<file path="config.mk">
export PLATFORM = sky130hd
export DESIGN_NAME = csel_adder
export DESIGN_NICKNAME = d
export VERILOG_FILES = /design/src/rtl/csel_pkg.sv /design/src/rtl/csel_fa.sv /design/src/rtl/csel_rca.sv /design/src/rtl/csel_inc.sv /design/src/rtl/csel_slice.sv /design/src/rtl/csel_adder.sv
export SDC_FILE = /design/constraint.sdc
export NUM_CORES = 1
export LEC_CHECK = 0
export CORE_ASPECT_RATIO = 0.7
export CORE_MARGIN = 8
export CORE_UTILIZATION = 43
export CTS_BUF_LIST = sky130_fd_sc_hd__clkbuf_8
export DETAILED_ROUTE_END_ITERATION = 8
export HOLD_SLACK_MARGIN = 0.06
export PLACE_DENSITY = 0.94
export SETUP_SLACK_MARGIN = 0.02
export SLEW_MARGIN = 20
export SYNTH_ARGS = -nofsm -noshare
export SYNTH_HDL_FRONTEND = slang
export SYNTH_HIERARCHICAL = 1
export SYNTH_SLANG_ARGS = --single-unit
export TNS_END_PERCENT = 50
</file>
<file path="constraint.sdc">
create_clock -name clk -period 0.8 [get_ports clk]
set_input_delay 0.12 -clock clk [delete_from_list [all_inputs] [get_ports clk]]
set_output_delay 0.12 -clock clk [all_outputs]
set_load 0.01 [all_outputs]
</file>
<file path="src/rtl/csel_pkg.sv">
package csel_pkg;

    localparam int NGRP = 5;
    localparam int GRP_W [NGRP] = '{2, 2, 3, 4, 5};

    function automatic int grp_lo(input int g);
        int acc;
        acc = 0;
        for (int k = 0; k < g; k++) begin
            acc += GRP_W[k];
        end
        return acc;
    endfunction

    localparam int WIDTH = grp_lo(NGRP);

endpackage

</file>
<file path="src/rtl/csel_fa.sv">
module csel_fa (
    input  logic x,
    input  logic y,
    input  logic ci,
    output logic s,
    output logic co
);
    always_comb begin
        s  = x ^ y ^ ci;
        co = (x & y) | (ci & (x ^ y));
    end
endmodule

</file>
<file path="src/rtl/csel_rca.sv">
module csel_rca #(
    parameter int W = 2
) (
    input  logic [W-1:0] a,
    input  logic [W-1:0] b,
    input  logic         ci,
    output logic [W-1:0] s,
    output logic         co
);
    logic [W:0] c;
    assign c[0] = ci;

    for (genvar i = 0; i < W; i++) begin : g_bit
        csel_fa u_fa (
            .x (a[i]),
            .y (b[i]),
            .ci(c[i]),
            .s (s[i]),
            .co(c[i+1])
        );
    end

    assign co = c[W];
endmodule

</file>
<file path="src/rtl/csel_inc.sv">
module csel_inc #(
    parameter int W = 3
) (
    input  logic [W-1:0] din,
    output logic [W-1:0] dout
);
    logic [W-1:0] all_ones;

    assign all_ones[0] = 1'b1;
    for (genvar i = 1; i < W; i++) begin : g_and
        assign all_ones[i] = all_ones[i-1] & din[i-1];
    end

    for (genvar i = 0; i < W; i++) begin : g_flip
        assign dout[i] = din[i] ^ all_ones[i];
    end
endmodule

</file>
<file path="src/rtl/csel_slice.sv">
module csel_slice #(
    parameter int W = 2
) (
    input  logic [W-1:0] a,
    input  logic [W-1:0] b,
    input  logic         sel,
    output logic [W-1:0] s,
    output logic         co
);
    logic [W-1:0] s_zero;
    logic         c_zero;
    logic [W:0]   plus_one;

    csel_rca #(.W(W)) u_rca (
        .a (a),
        .b (b),
        .ci(1'b0),
        .s (s_zero),
        .co(c_zero)
    );

    csel_inc #(.W(W + 1)) u_inc (
        .din ({c_zero, s_zero}),
        .dout(plus_one)
    );

    always_comb begin
        if (sel) begin
            {co, s} = plus_one;
        end else begin
            {co, s} = {c_zero, s_zero};
        end
    end
endmodule

</file>
<file path="src/rtl/csel_adder.sv">
module csel_adder
    import csel_pkg::*;
#(
    parameter bit REG_OUT = 1'b1
) (
    input  logic             clk,
    input  logic             rst_n,
    input  logic [WIDTH-1:0] a,
    input  logic [WIDTH-1:0] b,
    input  logic             cin,
    output logic [WIDTH-1:0] sum,
    output logic             cout
);
    logic [NGRP:0]    carry;
    logic [WIDTH-1:0] sum_c;

    assign carry[0] = cin;

    for (genvar g = 0; g < NGRP; g++) begin : g_slice
        localparam int LO = grp_lo(g);
        localparam int GW = GRP_W[g];
        if (g == 0) begin : g_base
            csel_rca #(.W(GW)) u_base (
                .a (a[LO +: GW]),
                .b (b[LO +: GW]),
                .ci(carry[0]),
                .s (sum_c[LO +: GW]),
                .co(carry[1])
            );
        end else begin : g_sel
            csel_slice #(.W(GW)) u_slice (
                .a  (a[LO +: GW]),
                .b  (b[LO +: GW]),
                .sel(carry[g]),
                .s  (sum_c[LO +: GW]),
                .co (carry[g+1])
            );
        end
    end

    if (REG_OUT) begin : g_reg
        always_ff @(posedge clk or negedge rst_n) begin
            if (!rst_n) begin
                sum  <= '0;
                cout <= 1'b0;
            end else begin
                sum  <= sum_c;
                cout <= carry[NGRP];
            end
        end
    end else begin : g_comb
        assign sum  = sum_c;
        assign cout = carry[NGRP];
    end
endmodule

</file>
Yosys cells after proc, flatten, opt, wreduce, memory -nomap -nowiden --
Index checks and enable logic that the tools add are counted.
Word-level totals: bits in registers 17, bits of input ports 35, output and inout port bits 17
Cells by class: mux-type cells 8, bitwise gates (word level) 96
Operators with widths (count):
- 1-bit XOR | 42
- 1-bit bitwise AND | 38
- 1-bit bitwise OR | 12
- 5-bit two-way mux | 1
- 1-bit two-way mux | 4
- 4-bit two-way mux | 1
- 1-bit inverter | 4
- 3-bit two-way mux | 1
- 2-bit two-way mux | 1

Longest topological paths before layout --
Gate-level depths: netlist of run 1.
depth after elaboration 11, gate-level depth with buffers 9

By module --
The synthesis of run 1 kept the hierarchy.
By module, submodules not included:
- csel_adder | instances 1, cells an instance 17, area an instance 425.4 um^2, seq. area each 425.4 um^2
- csel_fa | instances 16, cells an instance 1, area an instance 20.0 um^2, seq. area each 0.0 um^2
- csel_slice at g_slice[4].g_sel.u_slice | instances 1, cells an instance 8, area an instance 105.1 um^2, seq. area each 0.0 um^2
- csel_inc at g_slice[4].g_sel.u_slice.u_inc | instances 1, cells an instance 6, area an instance 62.6 um^2, seq. area each 0.0 um^2
- csel_slice at g_slice[3].g_sel.u_slice | instances 1, cells an instance 6, area an instance 60.1 um^2, seq. area each 0.0 um^2
- csel_inc at g_slice[3].g_sel.u_slice.u_inc | instances 1, cells an instance 5, area an instance 50.0 um^2, seq. area each 0.0 um^2
- csel_slice at g_slice[2].g_sel.u_slice | instances 1, cells an instance 5, area an instance 48.8 um^2, seq. area each 0.0 um^2
- csel_inc at g_slice[2].g_sel.u_slice.u_inc | instances 1, cells an instance 4, area an instance 37.5 um^2, seq. area each 0.0 um^2
- csel_slice at g_slice[1].g_sel.u_slice | instances 1, cells an instance 4, area an instance 37.5 um^2, seq. area each 0.0 um^2
- csel_inc at g_slice[1].g_sel.u_slice.u_inc | instances 1, cells an instance 3, area an instance 25.0 um^2, seq. area each 0.0 um^2

Least setup slack after synthesis of run 1 --
OpenSTA, ideal clock, no wires.
kind input to register, start point input b[7], end point register cout, data arrival time 2909 ps, required time 675 ps, path slack -2234 ps, stages on the path 9, buffers on the path 1, path through fa_1 -> fa_1 -> fa_1 -> fa_1 -> ha_1 -> xor2_1 -> mux2_2 -> buf_6 -> mux2_4
Between the ends: word-level cells in the longest chain between the ends 10, elaborated cells on any way between the ends 17, classes of those cells mux: 2; bitwise: 15
Ends and longest elaborated chain:
- from (decl) | RTL line csel_adder.sv:9 | input logic [WIDTH-1:0] b,
- 1-bit bitwise AND (2 in a row) | RTL line csel_fa.sv:10 | co = (x & y) | (ci & (x ^ y));
- 1-bit bitwise OR | RTL line csel_fa.sv:10
- net g_slice[3].g_sel.u_slice.u_rca.c[2] | RTL line csel_rca.sv:10 | logic [W:0] c;
- 1-bit bitwise AND | RTL line csel_fa.sv:10
- 1-bit bitwise OR | RTL line csel_fa.sv:10
- net g_slice[3].g_sel.u_slice.u_rca.c[3] | RTL line csel_rca.sv:10
- 1-bit XOR | RTL line csel_fa.sv:9 | s = x ^ y ^ ci;
- net g_slice[3].g_sel.u_slice.s_zero[3] | RTL line csel_slice.sv:10 | logic [W-1:0] s_zero;
- 1-bit bitwise AND | RTL line csel_inc.sv:11 | assign all_ones[i] = all_ones[i-1] & din[i-1];
- 1-bit XOR | RTL line csel_inc.sv:15 | assign dout[i] = din[i] ^ all_ones[i];
- net g_slice[3].g_sel.u_slice.plus_one[4] | RTL line csel_slice.sv:12 | logic [W:0] plus_one;
- 1-bit two-way mux | RTL line csel_slice.sv:28 | if (sel) begin
- net carry[4] | RTL line csel_adder.sv:14 | logic [NGRP:0] carry;
- 1-bit two-way mux | RTL line csel_slice.sv:28
- net carry[5] | RTL line csel_adder.sv:14
- to (signal assigned) | RTL line csel_adder.sv:48 | cout <= carry[NGRP];
- to (decl) | RTL line csel_adder.sv:12 | output logic cout
The timed path passes the listed nets, and every way through them passes these cells.

Worst setup path in the final report of run 1 --
start point input b[7], end point register sum[15]
Between the ends: word-level cells in the longest chain between the ends 10, elaborated cells on any way between the ends 17, classes of those cells mux: 2; bitwise: 15
Ends and longest elaborated chain:
- 1-bit bitwise AND | RTL line csel_fa.sv:10
- net g_slice[3].g_sel.u_slice.u_rca.c[1] | RTL line csel_rca.sv:10
- 1-bit bitwise AND | RTL line csel_fa.sv:10
- 1-bit bitwise OR | RTL line csel_fa.sv:10
- net g_slice[3].g_sel.u_slice.u_rca.c[2] | RTL line csel_rca.sv:10
- 1-bit bitwise AND | RTL line csel_fa.sv:10
- 1-bit bitwise OR | RTL line csel_fa.sv:10
- net g_slice[3].g_sel.u_slice.u_rca.c[3] | RTL line csel_rca.sv:10
- 1-bit XOR | RTL line csel_fa.sv:9
- net g_slice[3].g_sel.u_slice.s_zero[3] | RTL line csel_slice.sv:10
- 1-bit bitwise AND | RTL line csel_inc.sv:11
- 1-bit XOR | RTL line csel_inc.sv:15
- net g_slice[3].g_sel.u_slice.plus_one[4] | RTL line csel_slice.sv:12
- 1-bit two-way mux | RTL line csel_slice.sv:28
- net carry[4] | RTL line csel_adder.sv:14
- 5-bit two-way mux | RTL line csel_slice.sv:28
- net sum_c[15] | RTL line csel_adder.sv:15 | logic [WIDTH-1:0] sum_c;
- to (signal assigned) | RTL line csel_adder.sv:47 | sum <= sum_c;
- to (decl) | RTL line csel_adder.sv:11 | output logic [WIDTH-1:0] sum,
The timed path passes the listed nets, and every way through them passes these cells.

==> metrics.md, run 1 <==
| Metric | Value |
|---|---|
| CP Data Required Time | `0.93 ns` |
| Worst-path cell chain | `buf_6, fa_2, fa_2, fa_2, fa_1, ha_2, xor2_1, mux2_4, mux2_4` |
| Largest net degree at the start of global routing | `18` |
| Crit path launch | `b[7]` |
| RSZ-0062 raised after global routing | `yes` |
| Finished Cell Area | `1900 um2` |
| Failing checks | `negative setup slack` |
| Placed Instances | `168` |
| GRT Resource Usage Total | `12.4%` |
| Hold Path Class | `input pin to flip-flop` |
| Remaining antenna violation count after routing | `0` |
| Num CTS Buffers | `3` |
| Initial Util | `43.4%` |
| Post-synthesis register bit count | `17` |
| Max-slew violation count | `0` |
| Max_cap viols | `0` |
| Clock network fraction of design power | `16.0%` |
| Crit path largest cell delay | `0.47 ns` |
| Layout net count | `201` |
| CP Capture Type | `flip-flop` |
| Post-route minimum period | `2.63 ns` |
| Clk buf depth | `2` |
| Setup CP Type | `input pin to flip-flop` |
| Pre-antenna DRT Iters | `3` |
| H-tree Lvls | `1` |
| Most frequent cells in the layout | `18 x buf_6, 18 x clkdlybuf4s50_1, 17 x dfrtp_1` |
| Sequential fraction of the synthesis area | `36.3%` |
| Arr. time, crit path | `2.76 ns` |
| Total Wirelength | `2680 um` |
| Core box area | `2700 um2` |
| DPL Wire Length | `2290 um` |
| P_leak | `0.912 nW` |
| Hold_buf cts | `0` |
| Pre-CTS worst setup slack | `-2.44 ns` |
| DR WL/cell | `15.3 um` |
| Fin util | `70.5%` |
| Finish-stage setup viols | `33` |
| Net Sw Frac | `29.7%` |
| I/O pins | `52` |
| Mapped Cells | `74` |
| Final setup TNS | `-22.63 ns` |
| CTS tree | `built` |
| CP most frequent cell | `fa_2` |
| Global placement routability congestion | `0.722` |
| Fmax | `0.380 GHz` |
| DRC errors left | `0` |
| Final worst slack | `-1.83 ns` |
| Fin. Hold Viols | `0` |
| Combinational Power Share | `52.3%` |
| IO Port Bufs | `51` |
| Diodes inserted | `0` |
| Vias | `787` |
| Worst Hold Depth | `2` |
| Cell internal pwr | `0.00270 W` |
| Die Wd | `78.4 um` |
| Status | `finished with violations` |
| NetSw | `0.00114 W` |
| Synth warnings | `6` |
| Mapped Area | `1170 um2` |
| Row cnt | `16` |
| CP max-delay cell | `fa_1` |
| Syn Area/Cell | `15.8 um2` |
| Critical path peak fanout | `6` |
| Initial DRC count | `10` |
| Area after DPL | `1830 um2` |
| Syn_nets | `135` |
| Root Driver | `clkbuf_8` |
| # fillers | `185` |
| Sink Count | `17` |
| Initial antenna violation count | `0` |
| CP Capture Point | `sum[15]` |
| Number of global-route vias before repair | `964` |
| Remaining global-route overflow | `0` |
| Via density | `4.50` |
| Worst Setup Start Kind | `input pin` |
| Clock slew at reported path FFs | `0.06 ns` |
| Layout area overhead | `62.4%` |
| Sequential power share | `31.7%` |
| Unique masters post-synth | `9` |
| Final period util | `329%` |
| Global-route wire length before repair | `4580 um` |
| Post-route insts no fill | `175` |
| Total Die Area | `4680 um2` |
| Die extent in y | `59.7 um` |
| Pwr dens | `2020 nW/um2` |
| Fraction of layout cells with a size suffix above 1 | `56.1%` |
| Peak supply drop | `1.39 mV` |
[repair_timing]
action / CTS / global route
pin swaps: 19 / 17
setup buffers: 4 / 0
endpoints found under the setup margin: 34 / 33
gates resized for setup: 128 / 17
[worst min-delay path by stage]
stage / from / slack, ns / end
after CTS: a[0] / 0.15 / sum[0]
after global placement: rst_n / 0.47 / sum[11]
after floorplan: rst_n / -0.18 / cout
after detailed placement: rst_n / 0.49 / sum[9]
final: a[0] / 0.15 / sum[0]
after global routing: a[0] / 0.14 / sum[0]
[cell usage after synthesis (all sizes together)]
| library cell | number | area share (%) |
|---|---|---|
| mux2 | 18 | 19 |
| dfrtp | 17 | 36 |
| fa | 16 | 27 |
| ha | 10 | 11 |
| conb | 4 | 1.3 |
| inv | 4 | 1.3 |
| xor2 | 4 | 3.0 |
| buf | 1 | 0.96 |
[area by class of cell]
cell class / count / area [um2] / area share (%)
multi-input cells: 52 / 800 / 42.0
repair buffers: 62 / 573 / 30.1
flip-flops and latches: 17 / 425 / 22.3
well taps: 36 / 45.0 / 2.37
clock buffers: 3 / 41.3 / 2.17
inverters: 4 / 15.0 / 0.788
clock inverters: 1 / 5.00 / 0.263
[registers in the layout (all words and copies together), names as in the netlist]
signal  count
sum        16
cout        1
[power groups by stage]
stage               Sequential [W]  Combinational (W)  Clock [W]
detailed placement         0.00122            0.00202          0
finish                     0.00122            0.00201   0.000616
floorplan                  0.00138           0.000845          0
CTS                        0.00120            0.00192   0.000641
global route               0.00125            0.00221   0.000694
global placement           0.00122            0.00195          0
[worst max-delay path, delay by kind of cell]
family	cells	cell delay (ns)
XOR/XNOR	1	0.14
multiplexers	2	0.64
buffers and inverters	1	0.09
adder cells (fa/ha/maj)	5	1.77
[metrics by stage]
step           total power [W]  hold WS, ns
4_1_cts                0.00376        0.154
3_5_place_dp           0.00325        0.488
5_1_grt                0.00415        0.143
6_report               0.00384        0.148
3_3_place_gp           0.00317        0.473
2_1_floorplan          0.00222       -0.176
[kinds of logic (layout without fill, tap and decap cells)]
logic type,after synthesis,count (layout),share of synthesized area [%]
other,4,4,1.28
buffers and inverters,5,70,2.24
xor gates and xnor gates,4,4,2.99
muxes,18,18,19.2
adders and majority gates,26,26,38.0
DFF,17,17,36.3
[per-layer routing]
layer	GRT usage, %	wire length (um)
met4	3.15	22
met3	3.90	175
met1	13.0	1010
met2	23.5	1470
met5	0	0
Note: power is estimated with default switching activity, not from simulation.
==> run 2: changes to the inputs <==
clock period = 2.51 ns   (was 0.8 ns; I/O delays follow)
==> metrics.md, run 2 (synthesis results as in run 1) <==
| Metric | Value |
|---|---|
| Largest register FFs | `16 (unchanged)` |
| Die extent in y | `59.7 um (unchanged)` |
| Arr. time, crit path | `3.05 ns (was 2.76 ns)` |
| CP Capture Type | `flip-flop (unchanged)` |
| Initial DRC count | `36 (was 10)` |
| DPL Wire Length | `2370 um (was 2290 um)` |
| Max-slew violation count | `0 (unchanged)` |
| Pwr dens | `665 nW/um2 (was 2020 nW/um2)` |
| Layout net count | `201 (unchanged)` |
| Finished Cell Area | `1880 um2 (was 1900 um2)` |
| CP max-delay cell | `fa_1 (unchanged)` |
| Total Wirelength | `2790 um (was 2680 um)` |
| Fin. Hold Viols | `0 (unchanged)` |
| Row cnt | `16 (unchanged)` |
| Fmax | `0.344 GHz` |
| Measured slew at the worst slew-check pin | `0.769 ns` |
| Setup CP Type | `input pin to flip-flop (unchanged)` |
| Hold Path Class | `input pin to async pin (was input pin to flip-flop)` |
| Final worst slack | `-0.395 ns (was -1.83 ns)` |
| H-tree Lvls | `1 (unchanged)` |
| Failing checks | `negative setup slack (unchanged)` |
| Worst-path cell chain | `buf_6, fa_2, fa_2, fa_2, fa_1, ha_2, xor2_1, mux2_4, mux2_4 (unchanged)` |
| Clk buf depth | `2 (unchanged)` |
| Status | `finished with violations (unchanged)` |
| Pre-CTS worst setup slack | `-1.01 ns (was -2.44 ns)` |
| Number of global-route vias before repair | `959 (was 964)` |
| Sink Count | `17 (unchanged)` |
| Area after DPL | `1810 um2 (was 1830 um2)` |
| Pre-antenna DRT Iters | `2 (was 3)` |
| Worst slew margin | `48.6%` |
| Crit path largest cell delay | `0.48 ns (was 0.47 ns)` |
| Via density | `4.61 (was 4.50)` |
| Layout area overhead | `60.5% (was 62.4%)` |
| Hold_buf cts | `0 (unchanged)` |
| Clock slew at reported path FFs | `0.07 ns (was 0.06 ns)` |
| Global-route wire length before repair | `4560 um (was 4580 um)` |
| Fraction of layout cells with a size suffix above 1 | `38.8% (was 56.1%)` |
| Remaining antenna violation count after routing | `0 (unchanged)` |
| Vias | `806 (was 787)` |
| DRC errors left | `0 (unchanged)` |
| Finish-stage setup viols | `10 (was 33)` |
| Initial antenna violation count | `0 (unchanged)` |
| CTS tree | `built (unchanged)` |
| Initial Util | `43.4% (unchanged)` |
| Max_cap viols | `0 (unchanged)` |
| Num CTS Buffers | `3 (unchanged)` |
| Most frequent cells in the layout | `42 x clkdlybuf4s50_1, 17 x dfrtp_1, 11 x fa_2 (was 18 x buf_6, 18 x clkdlybuf4s50_1, 17 x dfrtp_1)` |
| Die Wd | `78.4 um (unchanged)` |
| Largest net degree at the start of global routing | `18 (unchanged)` |
| Largest registers | `sum x16, cout x1 (unchanged)` |
| Global placement routability congestion | `0.716 (was 0.722)` |
| Most common cell after layout, fill and taps aside | `clkdlybuf4s50_1` |
| Remaining global-route overflow | `0 (unchanged)` |
| Final period util | `116%` |
| Root Driver | `clkbuf_8 (unchanged)` |
| GRT Resource Usage Total | `13.0% (was 12.4%)` |
| Total Die Area | `4680 um2 (unchanged)` |
| CP Data Required Time | `2.66 ns (was 0.93 ns)` |
| Diodes inserted | `0 (unchanged)` |
| Core box area | `2700 um2 (unchanged)` |
| Peak supply drop | `0.492 mV (was 1.39 mV)` |
| Worst Setup Start Kind | `input pin (unchanged)` |
| CP most frequent cell | `fa_2 (unchanged)` |
| Critical path peak fanout | `6 (unchanged)` |
| RSZ-0062 raised after global routing | `yes (unchanged)` |
| # fillers | `194 (was 185)` |
| I/O pins | `52 (unchanged)` |
| P_leak | `0.842 nW (was 0.912 nW)` |
| Most flops, register | `sum (unchanged)` |
| DR WL/cell | `16.0 um (was 15.3 um)` |
| IO Port Bufs | `51 (unchanged)` |
| Post-route minimum period | `2.91 ns` |
==> run 2: cell types whose count changed in the layout (fill, tap and decap cells not counted), sizes merged <==
| cell | before | now |
|---|---|---|
| buf | 39 | 15 |
| clkdlybuf4s50 | 18 | 42 |
| clkbuf | 3 | 5 |
| dlymetal6s2s | 3 | 1 |
| clkdlybuf4s15 | 0 | 1 |
| dlygate4sd2 | 2 | 1 |
==> run 2: worst max-delay path by stage <==
stage,to,from,depth (start not counted),slack (ns)
3_3_place_gp,sum[13],a[7],9,-0.94
3_5_place_dp,cout,a[7],9,-1.01
6_report,sum[15],b[7],9,-0.40
2_1_floorplan,cout,a[7],9,-0.47
5_1_grt,cout,b[2],9,-0.44
4_1_cts,sum[15],a[7],9,-0.47
==> run 2: worst max-delay path, delay by kind of cell <==
| family | cells | cell delay (ns) |
|---|---|---|
| adder cells (fa/ha/maj) | 5 | 1.79 |
| buffers and inverters | 1 | 0.09 |
| multiplexers | 2 | 0.64 |
| XOR/XNOR | 1 | 0.14 |
==> run 2: timing repair <==
| action | in CTS | in global routing |
|---|---|---|
| pin swaps | 18 | 16 |
| hold endpoints to repair | 0 | 0 |
| setup buffers | 1 | 3 |
| resized for setup | 23 | 8 |
| endpoints found under the setup margin | 13 | 10 |
==> run 2: power breakdown <==
part | internal, W | switching (W)
Clock | 0.000110 | 0.0000953
Sequential | 0.000361 | 0.0000220
Combinational | 0.000418 | 0.000245
Total | 0.000889 | 0.000362
==> run 2: routing by layer <==
layer  share of wire (%)  global-route usage (%)  up-vias
met1                  34                    11.7      406
met3                 6.6                    3.75        5
met2                  57                    25.8       29
met4                 2.0                    7.09        0
met5                   0                       0        -
li1                    -                       -      366
==> run 2: through the flow <==
stage / cells / total power [W] / TNS, ns / utilization, % / hold WS, ns
2_1_floorplan: 74 / 0.000708 / -2.91 / - / 0.0809
3_3_place_gp: 167 / 0.00101 / -9.06 / 67.1 / 0.852
3_5_place_dp: 167 / 0.00103 / -9.70 / 67.1 / 0.865
4_1_cts: 172 / 0.00125 / -3.62 / 68.8 / 0.586
5_1_grt: 175 / 0.00133 / -3.17 / 69.6 / 0.609
6_report: 175 / 0.00125 / -2.78 / 69.6 / 0.570
==> run 2: cell type report <==
type,count,area [um2],share of cell area [%]
clock buffers,3,41.3,2.19
clock inverters,1,5.00,0.266
inverters,4,15.0,0.798
multi-input cells,52,769,40.9
flip-flops and latches,17,425,22.6
well taps,36,45.0,2.39
repair buffers,62,581,30.9
==> run 3: changes to the inputs <==
CORE_ASPECT_RATIO = 1.5   (was 0.7)
==> metrics.md, run 3 (synthesis results as in run 1) <==
| Metric | Value |
|---|---|
| Status | `finished with violations (unchanged)` |
| Failing checks | `negative setup slack (unchanged)` |
| Initial Util | `44.3% (was 43.4%)` |
| Core box area | `2650 um2 (was 2700 um2)` |
| Global-route wire length before repair | `4370 um (was 4560 um)` |
| Area after DPL | `1800 um2 (was 1810 um2)` |
| Crit path largest cell delay | `0.46 ns (was 0.48 ns)` |
| Most flops, register | `sum (unchanged)` |
| Total Die Area | `4690 um2 (was 4680 um2)` |
| Initial DRC count | `5 (was 36)` |
| Most common cell after layout, fill and taps aside | `clkdlybuf4s50_1 (unchanged)` |
| Peak supply drop | `0.388 mV (was 0.492 mV)` |
| Initial antenna violation count | `0 (unchanged)` |
| Worst Setup Start Kind | `input pin (unchanged)` |
| Final worst slack | `-0.320 ns (was -0.395 ns)` |
| Finish-stage setup viols | `10 (unchanged)` |
| Pwr dens | `653 nW/um2 (was 665 nW/um2)` |
| DRC errors left | `0 (unchanged)` |
| Hold_buf cts | `0 (unchanged)` |
| Worst slew margin | `50.6% (was 48.6%)` |
| Number of global-route vias before repair | `992 (was 959)` |
| Remaining global-route overflow | `0 (unchanged)` |
| Num CTS Buffers | `3 (unchanged)` |
| Total Wirelength | `2650 um (was 2790 um)` |
| Clock slew at reported path FFs | `0.06 ns (was 0.07 ns)` |
| Final period util | `113% (was 116%)` |
| Max-slew violation count | `0 (unchanged)` |
| Measured slew at the worst slew-check pin | `0.738 ns (was 0.769 ns)` |
| Layout net count | `198 (was 201)` |
| Setup CP Type | `input pin to flip-flop (unchanged)` |
| IO Port Bufs | `51 (unchanged)` |
| I/O pins | `52 (unchanged)` |
| WP buf/inv | `1 (unchanged)` |
| Largest registers | `sum x16, cout x1 (unchanged)` |
| CP max-delay cell | `fa_1 (unchanged)` |
| CP Data Required Time | `2.64 ns (was 2.66 ns)` |
| Largest register FFs | `16 (unchanged)` |
| Fraction of layout cells with a size suffix above 1 | `39.0% (was 38.8%)` |
| Pre-antenna DRT Iters | `2 (unchanged)` |
| GRT Resource Usage Total | `12.2% (was 13.0%)` |
| Sink Count | `17 (unchanged)` |
| Worst-path cell chain | `buf_6, fa_2, fa_2, fa_2, fa_2, fa_1, ha_2, xor2_1, mux2_4 (was buf_6, fa_2, fa_2, fa_2, fa_1, ha_2, xor2_1, mux2_4, mux2_4)` |
| Critical path peak fanout | `2 (was 6)` |
| Via density | `4.57 (was 4.61)` |
| Pre-CTS worst setup slack | `-0.985 ns (was -1.01 ns)` |
| Vias | `790 (was 806)` |
| # fillers | `179 (was 194)` |
| CP most frequent cell | `fa_2 (unchanged)` |
| Die Wd | `58.6 um (was 78.4 um)` |
| Root Driver | `clkbuf_8 (unchanged)` |
| Post-route insts no fill | `173 (was 175)` |
| Max_cap viols | `0 (unchanged)` |
| Row cnt | `23 (was 16)` |
| CTS tree | `built (unchanged)` |
| Global placement routability congestion | `0.743 (was 0.716)` |
| Diodes inserted | `0 (unchanged)` |
| Arr. time, crit path | `2.96 ns (was 3.05 ns)` |
| H-tree Lvls | `1 (unchanged)` |
| Clk buf depth | `2 (unchanged)` |
| Fin. Hold Viols | `0 (unchanged)` |
| Die extent in y | `80.0 um (was 59.7 um)` |
| Fmax | `0.353 GHz (was 0.344 GHz)` |
| Most frequent cells in the layout | `37 x clkdlybuf4s50_1, 17 x dfrtp_1, 12 x fa_2 (was 42 x clkdlybuf4s50_1, 17 x dfrtp_1, 11 x fa_2)` |
| CP Capture Type | `flip-flop (unchanged)` |
| Crit-path leading delay family | `adder cells (unchanged)` |
| Hold Path Class | `input pin to async pin (unchanged)` |
| Fin util | `71.2% (was 69.6%)` |
| P_leak | `0.870 nW (was 0.842 nW)` |
| DR WL/cell | `15.3 um (was 16.0 um)` |
| Finished Cell Area | `1880 um2 (about the same)` |
| Layout area overhead | `60.7% (was 60.5%)` |
| Post-route minimum period | `2.83 ns (was 2.91 ns)` |
| Largest net degree at the start of global routing | `18 (unchanged)` |
| RSZ-0062 raised after global routing | `yes (unchanged)` |
| Placed Instances | `166 (was 167)` |
| Remaining antenna violation count after routing | `0 (unchanged)` |
| DPL Wire Length | `2340 um (was 2370 um)` |
[run 3: cell count changes in the layout (fill, tap and decap cells not counted), sizes merged]
| cell | change |
|---|---|
| clkdlybuf4s15 | -1 |
| clkbuf | -1 |
| inv | +1 |
| clkdlybuf4s50 | -5 |
| dlymetal6s2s | +4 |
| clkinv | -1 |
[run 3: layout make-up]
class                   instances  area [um2]  area share (%)
well taps                      37        46.3            2.46
clock buffers                   3        41.3            2.19
multi-input cells              52         772            41.0
flip-flops and latches         17         425            22.6
repair buffers                 59         581            30.8
clock inverters                 1        3.75           0.199
inverters                       4        15.0           0.797
[run 3: power by group]
group,switching [W],internal (W)
Sequential,0.0000229,0.000361
Combinational,0.000240,0.000416
Clock,0.0000824,0.000108
[run 3: timing repair]
| item | 4_1_cts | 5_1_grt |
|---|---|---|
| pin swaps | 19 | 19 |
| resized for setup | 38 | 9 |
| hold endpoints to repair | 0 | 0 |
| setup endpoints to repair | 13 | 10 |
| gates cloned | 0 | 0 |
| setup buffers | 1 | 2 |
[run 3: metrics by stage]
step	hold WS, ns	total power, W	TNS, ns
floorplan	0.0809	0.000708	-2.91
global placement	0.840	0.000998	-8.98
detailed placement	0.852	0.00103	-9.47
CTS	0.586	0.00123	-2.79
global route	0.601	0.00131	-2.56
finish	0.571	0.00123	-2.19
[run 3: per-layer routing]
metal	up-vias	track usage, %	wire [um]	part of all wire, %
met1	388	11.5	928	35
met2	37	23.9	1520	57
met3	4	3.23	169	6.4
li1	361	-	-	-
met5	-	0	0	0
met4	0	4.33	32	1.2
[run 3: worst paths after layout]
kind / startpoint / endpoint / slack (ns) / cells after the start
max: a[11] / cout / -0.32 / 9
min: rst_n / sum[7] / 0.57 / 1
max in group asynchronous: rst_n / sum[3] / 1.48 / 1
min in group clk: b[4] / sum[4] / 0.59 / 3
